[config.mk]
export PLATFORM = sky130hd
export DESIGN_NAME = op_status_flags
export DESIGN_NICKNAME = d
export VERILOG_FILES = /design/src/rtl/flag_pkg.sv /design/src/rtl/flag_fsm.sv /design/src/rtl/flag_toggle.sv /design/src/rtl/flag_outreg.sv /design/src/rtl/op_status_flags.sv
export SDC_FILE = /design/constraint.sdc
export NUM_CORES = 1
export LEC_CHECK = 0
export ABC_AREA = 0
export BUFFER_PORTS_ARGS = -buffer_cell sky130_fd_sc_hd__buf_2
export CORE_UTILIZATION = 45
export DETAILED_ROUTE_END_ITERATION = 12
export PLACE_DENSITY = 0.76
export SLEW_MARGIN = 25
export SYNTH_ARGS = -nofsm -noshare
export SYNTH_HDL_FRONTEND = slang
export SYNTH_SLANG_ARGS = --single-unit
[constraint.sdc]
create_clock -name clk -period 1.99 [get_ports clk]
set_input_delay 0.398 -clock clk [delete_from_list [all_inputs] [get_ports clk]]
set_output_delay 0.398 -clock clk [all_outputs]
set_load 0.05 [all_outputs]
[src/rtl/flag_pkg.sv]
package flag_pkg;
    typedef enum logic [2:0] {
        ST_IDLE,
        ST_PROG,
        ST_HOLD,
        ST_ERASE,
        ST_SUSP,
        ST_FAIL
    } op_state_e;

    localparam int BIT_POLL = 7;
    localparam int BIT_TGL  = 6;
    localparam int BIT_TMO  = 5;
    localparam int BIT_WIN  = 3;
    localparam int BIT_ALT  = 2;
    localparam int NTGL     = 2;
    localparam int LANE_TGL = 0;
    localparam int LANE_ALT = 1;
endpackage

[src/rtl/flag_fsm.sv]
module flag_fsm
    import flag_pkg::*;
(
    input  logic      clk,
    input  logic      rst_n,
    input  logic      op_start,
    input  logic      op_is_erase,
    input  logic      op_busy,
    input  logic      op_suspended,
    input  logic      op_timeout,
    input  logic      erase_hold,
    input  logic      prog_msb,
    output op_state_e state,
    output logic      was_erase,
    output logic      prog_bit,
    output logic      start_ok
);
    op_state_e nxt;

    assign start_ok = op_start && (state == ST_IDLE);

    always_comb begin
        nxt = state;
        unique case (state)
            ST_IDLE:  if (op_start) nxt = op_is_erase ? ST_HOLD : ST_PROG;
            ST_PROG: begin
                if (!op_busy)        nxt = ST_IDLE;
                else if (op_timeout) nxt = ST_FAIL;
            end
            ST_HOLD: begin
                if (!op_busy)        nxt = ST_IDLE;
                else if (op_timeout) nxt = ST_FAIL;
                else if (!erase_hold) nxt = ST_ERASE;
            end
            ST_ERASE: begin
                if (!op_busy)          nxt = ST_IDLE;
                else if (op_timeout)   nxt = ST_FAIL;
                else if (op_suspended) nxt = ST_SUSP;
            end
            ST_SUSP:  if (!op_suspended) nxt = ST_ERASE;
            ST_FAIL:  if (!op_busy) nxt = ST_IDLE;
            default:  nxt = ST_IDLE;
        endcase
    end

    always_ff @(posedge clk or negedge rst_n) begin
        if (!rst_n) begin
            state     <= ST_IDLE;
            was_erase <= 1'b0;
            prog_bit  <= 1'b0;
        end else begin
            state <= nxt;
            if (start_ok) begin
                was_erase <= op_is_erase;
                prog_bit  <= prog_msb;
            end
        end
    end

    AST_START_ENTERS_RUN: assert property (@(posedge clk) disable iff (!rst_n)
        start_ok |=> (state == ST_PROG || state == ST_HOLD));
    AST_SUSP_ONLY_FROM_ERASE: assert property (@(posedge clk) disable iff (!rst_n)
        (state == ST_SUSP && $past(state) != ST_SUSP) |-> $past(state) == ST_ERASE);
endmodule

[src/rtl/flag_toggle.sv]
module flag_toggle #(
    parameter int N = 2
) (
    input  logic         clk,
    input  logic         rst_n,
    input  logic         clr,
    input  logic [N-1:0] adv,
    input  logic         rd_stb,
    output logic [N-1:0] tq
);
    for (genvar g = 0; g < N; g++) begin : g_lane
        always_ff @(posedge clk or negedge rst_n) begin
            if (!rst_n)      tq[g] <= 1'b0;
            else if (clr)    tq[g] <= 1'b0;
            else if (adv[g]) tq[g] <= ~tq[g];
        end

        AST_TGL_ON_READ: assert property (@(posedge clk) disable iff (!rst_n)
            (tq[g] != $past(tq[g])) |-> $past(rd_stb || clr));
    end

    AST_TGL_CLEARED: assert property (@(posedge clk) disable iff (!rst_n)
        $past(clr) |-> (tq == '0));
endmodule

[src/rtl/flag_outreg.sv]
module flag_outreg
    import flag_pkg::*;
#(
    parameter int DW = 16
) (
    input  logic          clk,
    input  logic          rst_n,
    input  logic          rd_stb,
    input  logic          flag_mode,
    input  op_state_e     state,
    input  logic          was_erase,
    input  logic          prog_bit,
    input  logic          t_tgl,
    input  logic          t_alt,
    input  logic [DW-1:0] array_data,
    output logic [DW-1:0] rd_data,
    output logic          rd_valid
);
    logic [DW-1:0] word;
    logic          poll;
    logic          win;

    always_comb begin
        poll = 1'b0;
        win  = 1'b0;
        unique case (state)
            ST_PROG:  begin poll = ~prog_bit; win = 1'b0; end
            ST_HOLD:  begin poll = 1'b0;      win = 1'b0; end
            ST_ERASE: begin poll = 1'b0;      win = 1'b1; end
            ST_SUSP:  begin poll = 1'b1;      win = 1'b1; end
            ST_FAIL:  begin poll = was_erase ? 1'b0 : ~prog_bit; win = was_erase; end
            default:  begin poll = 1'b0;      win = 1'b0; end
        endcase
        word = '0;
        word[BIT_POLL] = poll;
        word[BIT_TGL]  = t_tgl;
        word[BIT_TMO]  = (state == ST_FAIL);
        word[BIT_WIN]  = win;
        word[BIT_ALT]  = t_alt;
    end

    always_ff @(posedge clk or negedge rst_n) begin
        if (!rst_n) begin
            rd_data  <= '0;
            rd_valid <= 1'b0;
        end else begin
            rd_valid <= rd_stb;
            if (rd_stb) rd_data <= flag_mode ? word : array_data;
        end
    end

    AST_VALID_LATENCY: assert property (@(posedge clk) disable iff (!rst_n)
        rd_valid |-> $past(rd_stb));
endmodule

[src/rtl/op_status_flags.sv]
module op_status_flags
    import flag_pkg::*;
#(
    parameter int NBLK = 16,
    parameter int DW   = 16,
    localparam int BLKW = (NBLK > 1) ? $clog2(NBLK) : 1
) (
    input  logic            clk,
    input  logic            rst_n,
    input  logic            op_start,
    input  logic            op_is_erase,
    input  logic            op_busy,
    input  logic            op_suspended,
    input  logic            op_timeout,
    input  logic            erase_hold,
    input  logic            prog_msb,
    input  logic [NBLK-1:0] erase_sel,
    input  logic            rd_stb,
    input  logic            rd_in_bank,
    input  logic [BLKW-1:0] rd_blk,
    input  logic [DW-1:0]   array_data,
    output logic [DW-1:0]   rd_data,
    output logic            rd_valid,
    output logic            ry_by
);
    op_state_e       state;
    logic            was_erase, prog_bit, start_ok;
    logic            sel_hit, erase_ctx, flag_mode, running;
    logic [NTGL-1:0] adv, tq;

    flag_fsm u_fsm (
        .clk(clk), .rst_n(rst_n), .op_start(op_start), .op_is_erase(op_is_erase),
        .op_busy(op_busy), .op_suspended(op_suspended), .op_timeout(op_timeout),
        .erase_hold(erase_hold), .prog_msb(prog_msb), .state(state),
        .was_erase(was_erase), .prog_bit(prog_bit), .start_ok(start_ok)
    );

    assign sel_hit   = (32'(rd_blk) < NBLK) ? erase_sel[rd_blk] : 1'b0;
    assign erase_ctx = (state == ST_HOLD) || (state == ST_ERASE) ||
                       (state == ST_SUSP) || (state == ST_FAIL && was_erase);
    assign running   = (state != ST_IDLE) && (state != ST_SUSP);
    assign flag_mode = rd_in_bank && (state != ST_IDLE) &&
                       !(state == ST_SUSP && !sel_hit);
    assign ry_by     = (state == ST_IDLE) || (state == ST_SUSP);

    always_comb begin
        adv           = '0;
        adv[LANE_TGL] = rd_stb && flag_mode && running;
        adv[LANE_ALT] = rd_stb && flag_mode && erase_ctx && sel_hit;
    end

    flag_toggle #(.N(NTGL)) u_tgl (
        .clk(clk), .rst_n(rst_n), .clr(start_ok), .adv(adv),
        .rd_stb(rd_stb), .tq(tq)
    );

    flag_outreg #(.DW(DW)) u_out (
        .clk(clk), .rst_n(rst_n), .rd_stb(rd_stb), .flag_mode(flag_mode),
        .state(state), .was_erase(was_erase), .prog_bit(prog_bit),
        .t_tgl(tq[LANE_TGL]), .t_alt(tq[LANE_ALT]), .array_data(array_data),
        .rd_data(rd_data), .rd_valid(rd_valid)
    );

    AST_START_DROPS_READY: assert property (@(posedge clk) disable iff (!rst_n)
        (op_start && state == ST_IDLE) |=> !ry_by);
    AST_READY_RISE_CAUSE: assert property (@(posedge clk) disable iff (!rst_n)
        (ry_by && !$past(ry_by)) |-> $past(!op_busy || op_suspended));
    AST_OUTBANK_NO_TGL: assert property (@(posedge clk) disable iff (!rst_n)
        (rd_stb && !rd_in_bank && !start_ok) |=> $stable(tq));
endmodule

==> out/metrics.cfg, run 1 <==
[worst_setup_path]
critical_path_peak_fanout=9
timing.critical_path.required_ps=1590
timing.setup.critical_path_class=reg -> out
crit_path_launch_type=register
critical_path.cell_chain=or2_4, inv_1, buf_2
endpoint_kind=output port
cp_data_arrival_time_ps=1450
cpPeakStageDelay_ps=480
worstPathBufferInverterCount=2
critical_path.top_delay_family=flip-flops
crit_slowest_cell=sky130_fd_sc_hd__dfrtp_1

[clocking]
cts_inserted_buffers=3
clk_path_buf_depth=2
ctsHoldBuffers=0
cts_htree_levels=1
tritoncts=yes
clk_transition_reported_paths_ps=130
cts_root_buffer=sky130_fd_sc_hd__clkbuf_4
total_clock_sinks=24
insertion_delay_ps=310

[global_routing]
via_count_of_the_first_global_routing_pass=1244
grt_first_pass_wirelength_um=5380
grt_max_degree=25
initial_antenna_violation_count=0
grt_overflow_total=0
grtUsageTotal_pct=21.3

[yosys]
synth_area_leader_cell=sky130_fd_sc_hd__dfrtp_1
synth_top_cell_area_share_pct=45.0
synth-simple-area-share_pct=12.9
syn-num-nets=186
synth_top_family_by_area=compound AO/OA/AOI/OAI gates
synth.distinct_cells=37
number_of_synthesized_flops_with_an_enable_pin=0
synth_ff_type=sky130_fd_sc_hd__dfrtp_1
seq_area_frac_synth_pct=45.0
synth_area_per_cell_um2=9.60
syn_inst=139
yosys.area_share.xor_xnor_pct=0.657
syn-cell-area_um2=1330
synthesis.yosys.warnings=0
share_of_the_synthesized_area_in_compound_gates_ao_oa_aoi_oai_pct=27.6
postSynthRegisterBits=24
share_of_synthesized_registers_carrying_an_async_set_or_reset_pct=100
post_synth_fa_ha_maj_area_fraction_pct=0
synth_top_cells_by_area=sky130_fd_sc_hd__dfrtp_1 45%, sky130_fd_sc_hd__o2bb2ai_1 7.9%, sky130_fd_sc_hd__mux2i_1 7.5%
synth_mux_area_share_pct=8.35

[sta]
grt_setup_unrepaired=no
slew_headroom_pct=64.6
fin_worst_hold_slack_ps=45.1
clock.fmax_ghz=0.542
finalSetupTns_ps=0
timing.final.crit_period_ps=1840
worstMarginPinSlew_ps=531
finalHoldViolCount=0
min_period_over_period_pct=92.7
clk_skew_ps=4.42
number_of_pins_exceeding_their_max_slew_limit_in_the_final_report=0
report.final.setup_viol=0
final_critical_path_setup_slack_ps=146

[outcome]
status=finished clean

[placed_design]
gp_congestion=0.802
post-place-ws_ps=14.3
place_area_um2=1680
placedCellCount=230
place.detailed.hpwl_um=2570
io_port_bufs=64

[cells_and_area]
drive_gt1_share_pct=37.4
n_diodes=0
flow.area_growth_from_synthesis_pct=28.8
final-instance-count-excl-fill=234
fin_util_pct=61.8
fillers=251
finish.net_count=251
stdcell_area_um2=1720

[pwr]
power.static_leakage_nw=0.887
power.net_switching_mw=0.970
total_power_mw=2.08
sw_frac_of_total_pct=46.7
irDropWorstVdd_mv=0.935
power_density_nw_per_um2=1210
power.internal_mw=1.11
share_seq_of_total_power_pct=35.7
combinationalPowerShare_pct=52.2
pwr-share-clk_pct=12.1

[floorplan]
placementRows=19
fp.dieW_um=56.4
die_h_um=56.4
die_area_um2=3190
start_util_pct=48.0
floorplan.core_area_um2=2780
num_io_pins=65

[route]
avgViaCountPerCell=5.72
detail_route.first_pass.iterations=4
detail-route-antenna-nets=0
first_iter_violations=38
totalWireLength_um=3290
wire_per_inst_um=14.0
detailroute.via_count=1338
drc=0

[worst_hold_path]
timing.hold.worst.class=in -> async

[job]
drv.max_cap_violation_count=0

[cell families (layout without fill, tap and decap cells)]
logic type / after synthesis / in the layout
flops: 24 / 24
compound gates: 47 / 47
xor+xnor: 1 / 1
mux: 11 / 11
simple gates: 39 / 39
buf+inv: 17 / 81
[synth_stat cells (2+ instances only)]
master	instances
sky130_fd_sc_hd__dfrtp_1	24
sky130_fd_sc_hd__and2_1	2
sky130_fd_sc_hd__buf_4	2
sky130_fd_sc_hd__a31o_1	3
sky130_fd_sc_hd__mux2i_1	10
sky130_fd_sc_hd__a31oi_1	3
sky130_fd_sc_hd__a22oi_1	2
sky130_fd_sc_hd__o21ai_0	5
sky130_fd_sc_hd__clkbuf_1	3
sky130_fd_sc_hd__nor2b_1	2
sky130_fd_sc_hd__nor2_1	9
sky130_fd_sc_hd__a21oi_1	5
sky130_fd_sc_hd__o2bb2ai_1	12
sky130_fd_sc_hd__nand2_1	19
sky130_fd_sc_hd__o22a_1	3
sky130_fd_sc_hd__buf_2	2
sky130_fd_sc_hd__a21boi_0	2
sky130_fd_sc_hd__inv_1	10
sky130_fd_sc_hd__nand3_1	2
sky130_fd_sc_hd__o22ai_1	2
[layout make-up]
cell class | count | area, um^2 | share of cell area [%]
Clock buffer | 4 | 36.3 | 2.11
Inverter | 10 | 37.5 | 2.18
Multi-Input combinational cell | 98 | 662 | 38.5
Sequential cell | 24 | 601 | 35.0
Tap cell | 31 | 38.8 | 2.26
Timing Repair Buffer | 67 | 343 | 20.0
[cells in the final DEF (no fill, tap or decap), types with 2 or more instances in the layout]
cell type	Yosys	final
sky130_fd_sc_hd__a22oi_1	2	2
sky130_fd_sc_hd__o22a_1	3	3
sky130_fd_sc_hd__clkbuf_4	0	3
sky130_fd_sc_hd__buf_4	2	3
sky130_fd_sc_hd__a31oi_1	3	3
sky130_fd_sc_hd__and2_1	2	2
sky130_fd_sc_hd__a31o_1	3	3
sky130_fd_sc_hd__buf_2	2	64
sky130_fd_sc_hd__a21boi_0	2	2
sky130_fd_sc_hd__nor2_1	9	9
sky130_fd_sc_hd__inv_1	10	10
sky130_fd_sc_hd__nand3_1	2	2
sky130_fd_sc_hd__dfrtp_1	24	24
sky130_fd_sc_hd__o22ai_1	2	2
sky130_fd_sc_hd__mux2i_1	10	10
sky130_fd_sc_hd__nand2_1	19	19
sky130_fd_sc_hd__o21ai_0	5	5
sky130_fd_sc_hd__nor2b_1	2	2
sky130_fd_sc_hd__o2bb2ai_1	12	12
sky130_fd_sc_hd__a21oi_1	5	5
[worst reg2reg max path: stages, from the launching register on]
cell,delay [ps]
sky130_fd_sc_hd__dfrtp_1,480
sky130_fd_sc_hd__or2_4,310
sky130_fd_sc_hd__a32oi_2,360
sky130_fd_sc_hd__nand2_2,120
sky130_fd_sc_hd__buf_4,190
sky130_fd_sc_hd__o2bb2ai_1,150
[final timing paths]
| check | start | endpoint | slack, ps | cells after the start |
|---|---|---|---|---|
| worst max-delay path | u_fsm.state[1]$_DFFE_PN0P_ | ry_by | 150 | 3 |
| worst min-delay path | rst_n | u_out.rd_data[15]$_DFFE_PN0P_ | 50 | 1 |
| worst max register to register | u_fsm.state[1]$_DFFE_PN0P_ | u_out.rd_data[14]$_DFFE_PN0P_ | 310 | 5 |
| worst min register to register | u_tgl.tq[1]$_DFFE_PN0P_ | u_tgl.tq[1]$_DFFE_PN0P_ | 480 | 1 |
| max in group asynchronous | rst_n | u_tgl.tq[1]$_DFFE_PN0P_ | 1590 | 1 |
| min in group clk | array_data[7] | u_out.rd_data[7]$_DFFE_PN0P_ | 300 | 2 |
[state kept, by name, summed over array words and instances (netlist names)]
register / cells
u_out.rd_data: 16
u_fsm.state: 3
u_tgl.tq: 2
u_fsm.prog_bit: 1
u_fsm.was_erase: 1
u_out.rd_valid: 1
[power groups by stage]
stage / sequential, mW / combinational, mW / clock, mW
detailed placement: 0.747 / 1.08 / 0
floorplan: 1.02 / 0.516 / 0
global route: 0.762 / 1.17 / 0.277
global placement: 0.741 / 1.05 / 0
CTS: 0.738 / 1.08 / 0.261
finish: 0.742 / 1.08 / 0.252
[metal layers]
metal	routed length, um	GRT usage (%)	up-vias
li1	-	-	633
met1	1370	25.7	626
met2	1630	38.3	71
met3	253	6.22	8
met4	31	2.44	0
met5	0	0	-
[what timing repair did]
action	4_1_cts	5_1_grt
gates resized for setup	0	1
setup endpoints to repair	0	1
setup buffers	0	0
Note: power is estimated with default switching activity, not from simulation.
==> run 2: changes to the inputs <==
==> constraint.sdc (replaced) <==
create_clock -name clk -period 2.05 [get_ports clk]
set_input_delay 0.41 -clock clk [delete_from_list [all_inputs] [get_ports clk]]
set_output_delay 0.41 -clock clk [all_outputs]
set_load 0.05 [all_outputs]
==> out/metrics.cfg, run 2 (synthesized netlist as in run 1, its figures left out) <==
[worst_setup_path]
ff2ff_path_depth=5  ; unchanged
timing.rr.start=u_fsm.state[1]$_DFFE_PN0P_  ; unchanged
cp_data_arrival_time_ps=1450  ; about the same
endpoint_kind=output port  ; unchanged
timing.setup.critical_path_class=reg -> out  ; unchanged
critical_path_peak_fanout=9  ; unchanged
timing.reg2reg.setup_slack_ps=300  ; was 310 ps
crit_path_launch_type=register  ; unchanged
timing.rr.end=u_out.rd_data[4]$_DFFE_PN0P_  ; was u_out.rd_data[14]$_DFFE_PN0P_
timing.critical_path.required_ps=1640  ; was 1590 ps

[global_routing]
via_count_of_the_first_global_routing_pass=1266  ; was 1244
grtUsageTotal_pct=22.0  ; was 21.3%
grt_overflow_total=0  ; unchanged
initial_antenna_violation_count=0  ; unchanged
grt_max_degree=25  ; unchanged
grt_first_pass_wirelength_um=5540  ; was 5380 um

[sta]
report.final.setup_viol=0  ; unchanged
worstMarginPinSlew_ps=525  ; was 531 ps
clk_skew_ps=4.23  ; was 4.42 ps
timing.final.crit_period_ps=1860
final_critical_path_setup_slack_ps=193  ; was 146 ps
clock.fmax_ghz=0.538
finalHoldViolCount=0  ; unchanged
slew_headroom_pct=65.0  ; was 64.6%
min_period_over_period_pct=90.6
grt_setup_unrepaired=no  ; unchanged
number_of_pins_exceeding_their_max_slew_limit_in_the_final_report=0  ; unchanged
finalSetupTns_ps=0  ; unchanged

[clocking]
cts_htree_levels=1  ; unchanged
cts_inserted_buffers=3  ; unchanged
postCtsResizedCells=0  ; unchanged
clk_path_buf_depth=2  ; unchanged
clk_transition_reported_paths_ps=120  ; was 130 ps
insertion_delay_ps=310  ; about the same
total_clock_sinks=24  ; unchanged
ctsHoldBuffers=0  ; unchanged
cts_root_buffer=sky130_fd_sc_hd__clkbuf_4  ; unchanged
tritoncts=yes  ; unchanged
cts_setup_buffers=0  ; unchanged

[pwr]
power.static_leakage_nw=0.882  ; was 0.887 nW
irDropWorstVdd_mv=0.892  ; was 0.935 mV
power_density_nw_per_um2=1170  ; was 1210 nW/um^2

[cells_and_area]
flow.area_growth_from_synthesis_pct=28.2  ; was 28.8%
register_name_with_the_most_flops=u_out.rd_data  ; unchanged
layout_commonest_cell=sky130_fd_sc_hd__buf_2  ; unchanged
reg_top3=u_out.rd_data (16), u_fsm.state (3), u_tgl.tq (2)  ; unchanged
finish.net_count=250  ; was 251
largest_register_ff_count=16  ; unchanged
n_diodes=0  ; unchanged
drive_gt1_share_pct=37.1  ; was 37.4%
mostFrequentLayoutCells=64 x sky130_fd_sc_hd__buf_2, 24 x sky130_fd_sc_hd__dfrtp_1, 19 x sky130_fd_sc_hd__nand2_1  ; unchanged

[route]
detailroute.via_count=1335  ; was 1338
first_iter_violations=69  ; was 38
totalWireLength_um=3310  ; was 3290 um
detail_route.first_pass.iterations=5  ; was 4
wire_per_inst_um=14.2  ; was 14.0 um
detail-route-antenna-nets=0  ; unchanged
drc=0  ; unchanged
avgViaCountPerCell=5.73  ; was 5.72

[job]
drv.max_cap_violation_count=0  ; unchanged

[outcome]
status=finished clean  ; unchanged

[placed_design]
io_port_bufs=64  ; unchanged
gp_congestion=0.813  ; was 0.802
post-place-ws_ps=30.6  ; was 14.3 ps
place.detailed.hpwl_um=2600  ; was 2570 um

[floorplan]
fp.dieW_um=56.4  ; unchanged
num_io_pins=65  ; unchanged
placementRows=19  ; unchanged
start_util_pct=48.0  ; unchanged
die_h_um=56.4  ; unchanged
floorplan.core_area_um2=2780  ; unchanged
die_area_um2=3190  ; unchanged

[worst_hold_path]
timing.hold.worst.class=in -> async  ; unchanged

==> run 2: routing by layer <==
layer	up-vias	GRT usage (%)	wire, um
li1	634	-	-
met1	637	27.1	1390
met2	62	38.2	1660
met3	2	5.99	233
met4	0	5.23	19
met5	-	0	0
==> run 2: layout make-up <==
| class | instances | area, um^2 |
|---|---|---|
| Fill cell | 263 | 1070 |
| Multi-Input combinational cell | 98 | 662 |
| Timing Repair Buffer | 66 | 335 |
| Inverter | 10 | 37.5 |
| Tap cell | 31 | 38.8 |
| Sequential cell | 24 | 601 |
| Clock buffer | 4 | 36.3 |
==> run 2: power by group <==
| part | leakage [nW] | internal [mW] | switching, mW |
|---|---|---|---|
| sequential | 0.297 | 0.615 | 0.104 |
| combinational | 0.564 | 0.343 | 0.706 |
| clock | 0.0210 | 0.109 | 0.134 |
| total | 0.882 | 1.07 | 0.944 |
==> run 2: worst max path at each step <==
stage | from | to | depth (start not counted)
global placement | rd_blk[0] | u_out.rd_data[3]$_DFFE_PN0P_ | 6
floorplan | rd_blk[0] | u_out.rd_data[3]$_DFFE_PN0P_ | 6
global route | u_fsm.state[1]$_DFFE_PN0P_ | ry_by | 3
detailed placement | rd_blk[0] | u_out.rd_data[4]$_DFFE_PN0P_ | 7
finish | u_fsm.state[1]$_DFFE_PN0P_ | ry_by | 3
CTS | u_fsm.state[1]$_DFFE_PN0P_ | ry_by | 3
==> run 2: critical path, cell delays in order, from the launching register on <==
cell,delay (ps)
sky130_fd_sc_hd__dfrtp_1,480
sky130_fd_sc_hd__or2_4,310
sky130_fd_sc_hd__inv_1,80
sky130_fd_sc_hd__buf_2,260
==> run 2: metrics by stage <==
stage | power, mW | util, % | instances | area, um^2 | hold slack, ps
6_report | 2.01 | 61.5 | 233 | 1710 | 55.8
5_1_grt | 2.14 | 61.5 | 233 | 1710 | 83.3
4_1_cts | 2.01 | 61.4 | 233 | 1710 | 63.7
3_5_place_dp | 1.76 | 60.1 | 229 | 1670 | 420
3_3_place_gp | 1.73 | 60.1 | 229 | 1670 | 411
2_1_floorplan | 1.49 | - | 139 | 1330 | 114
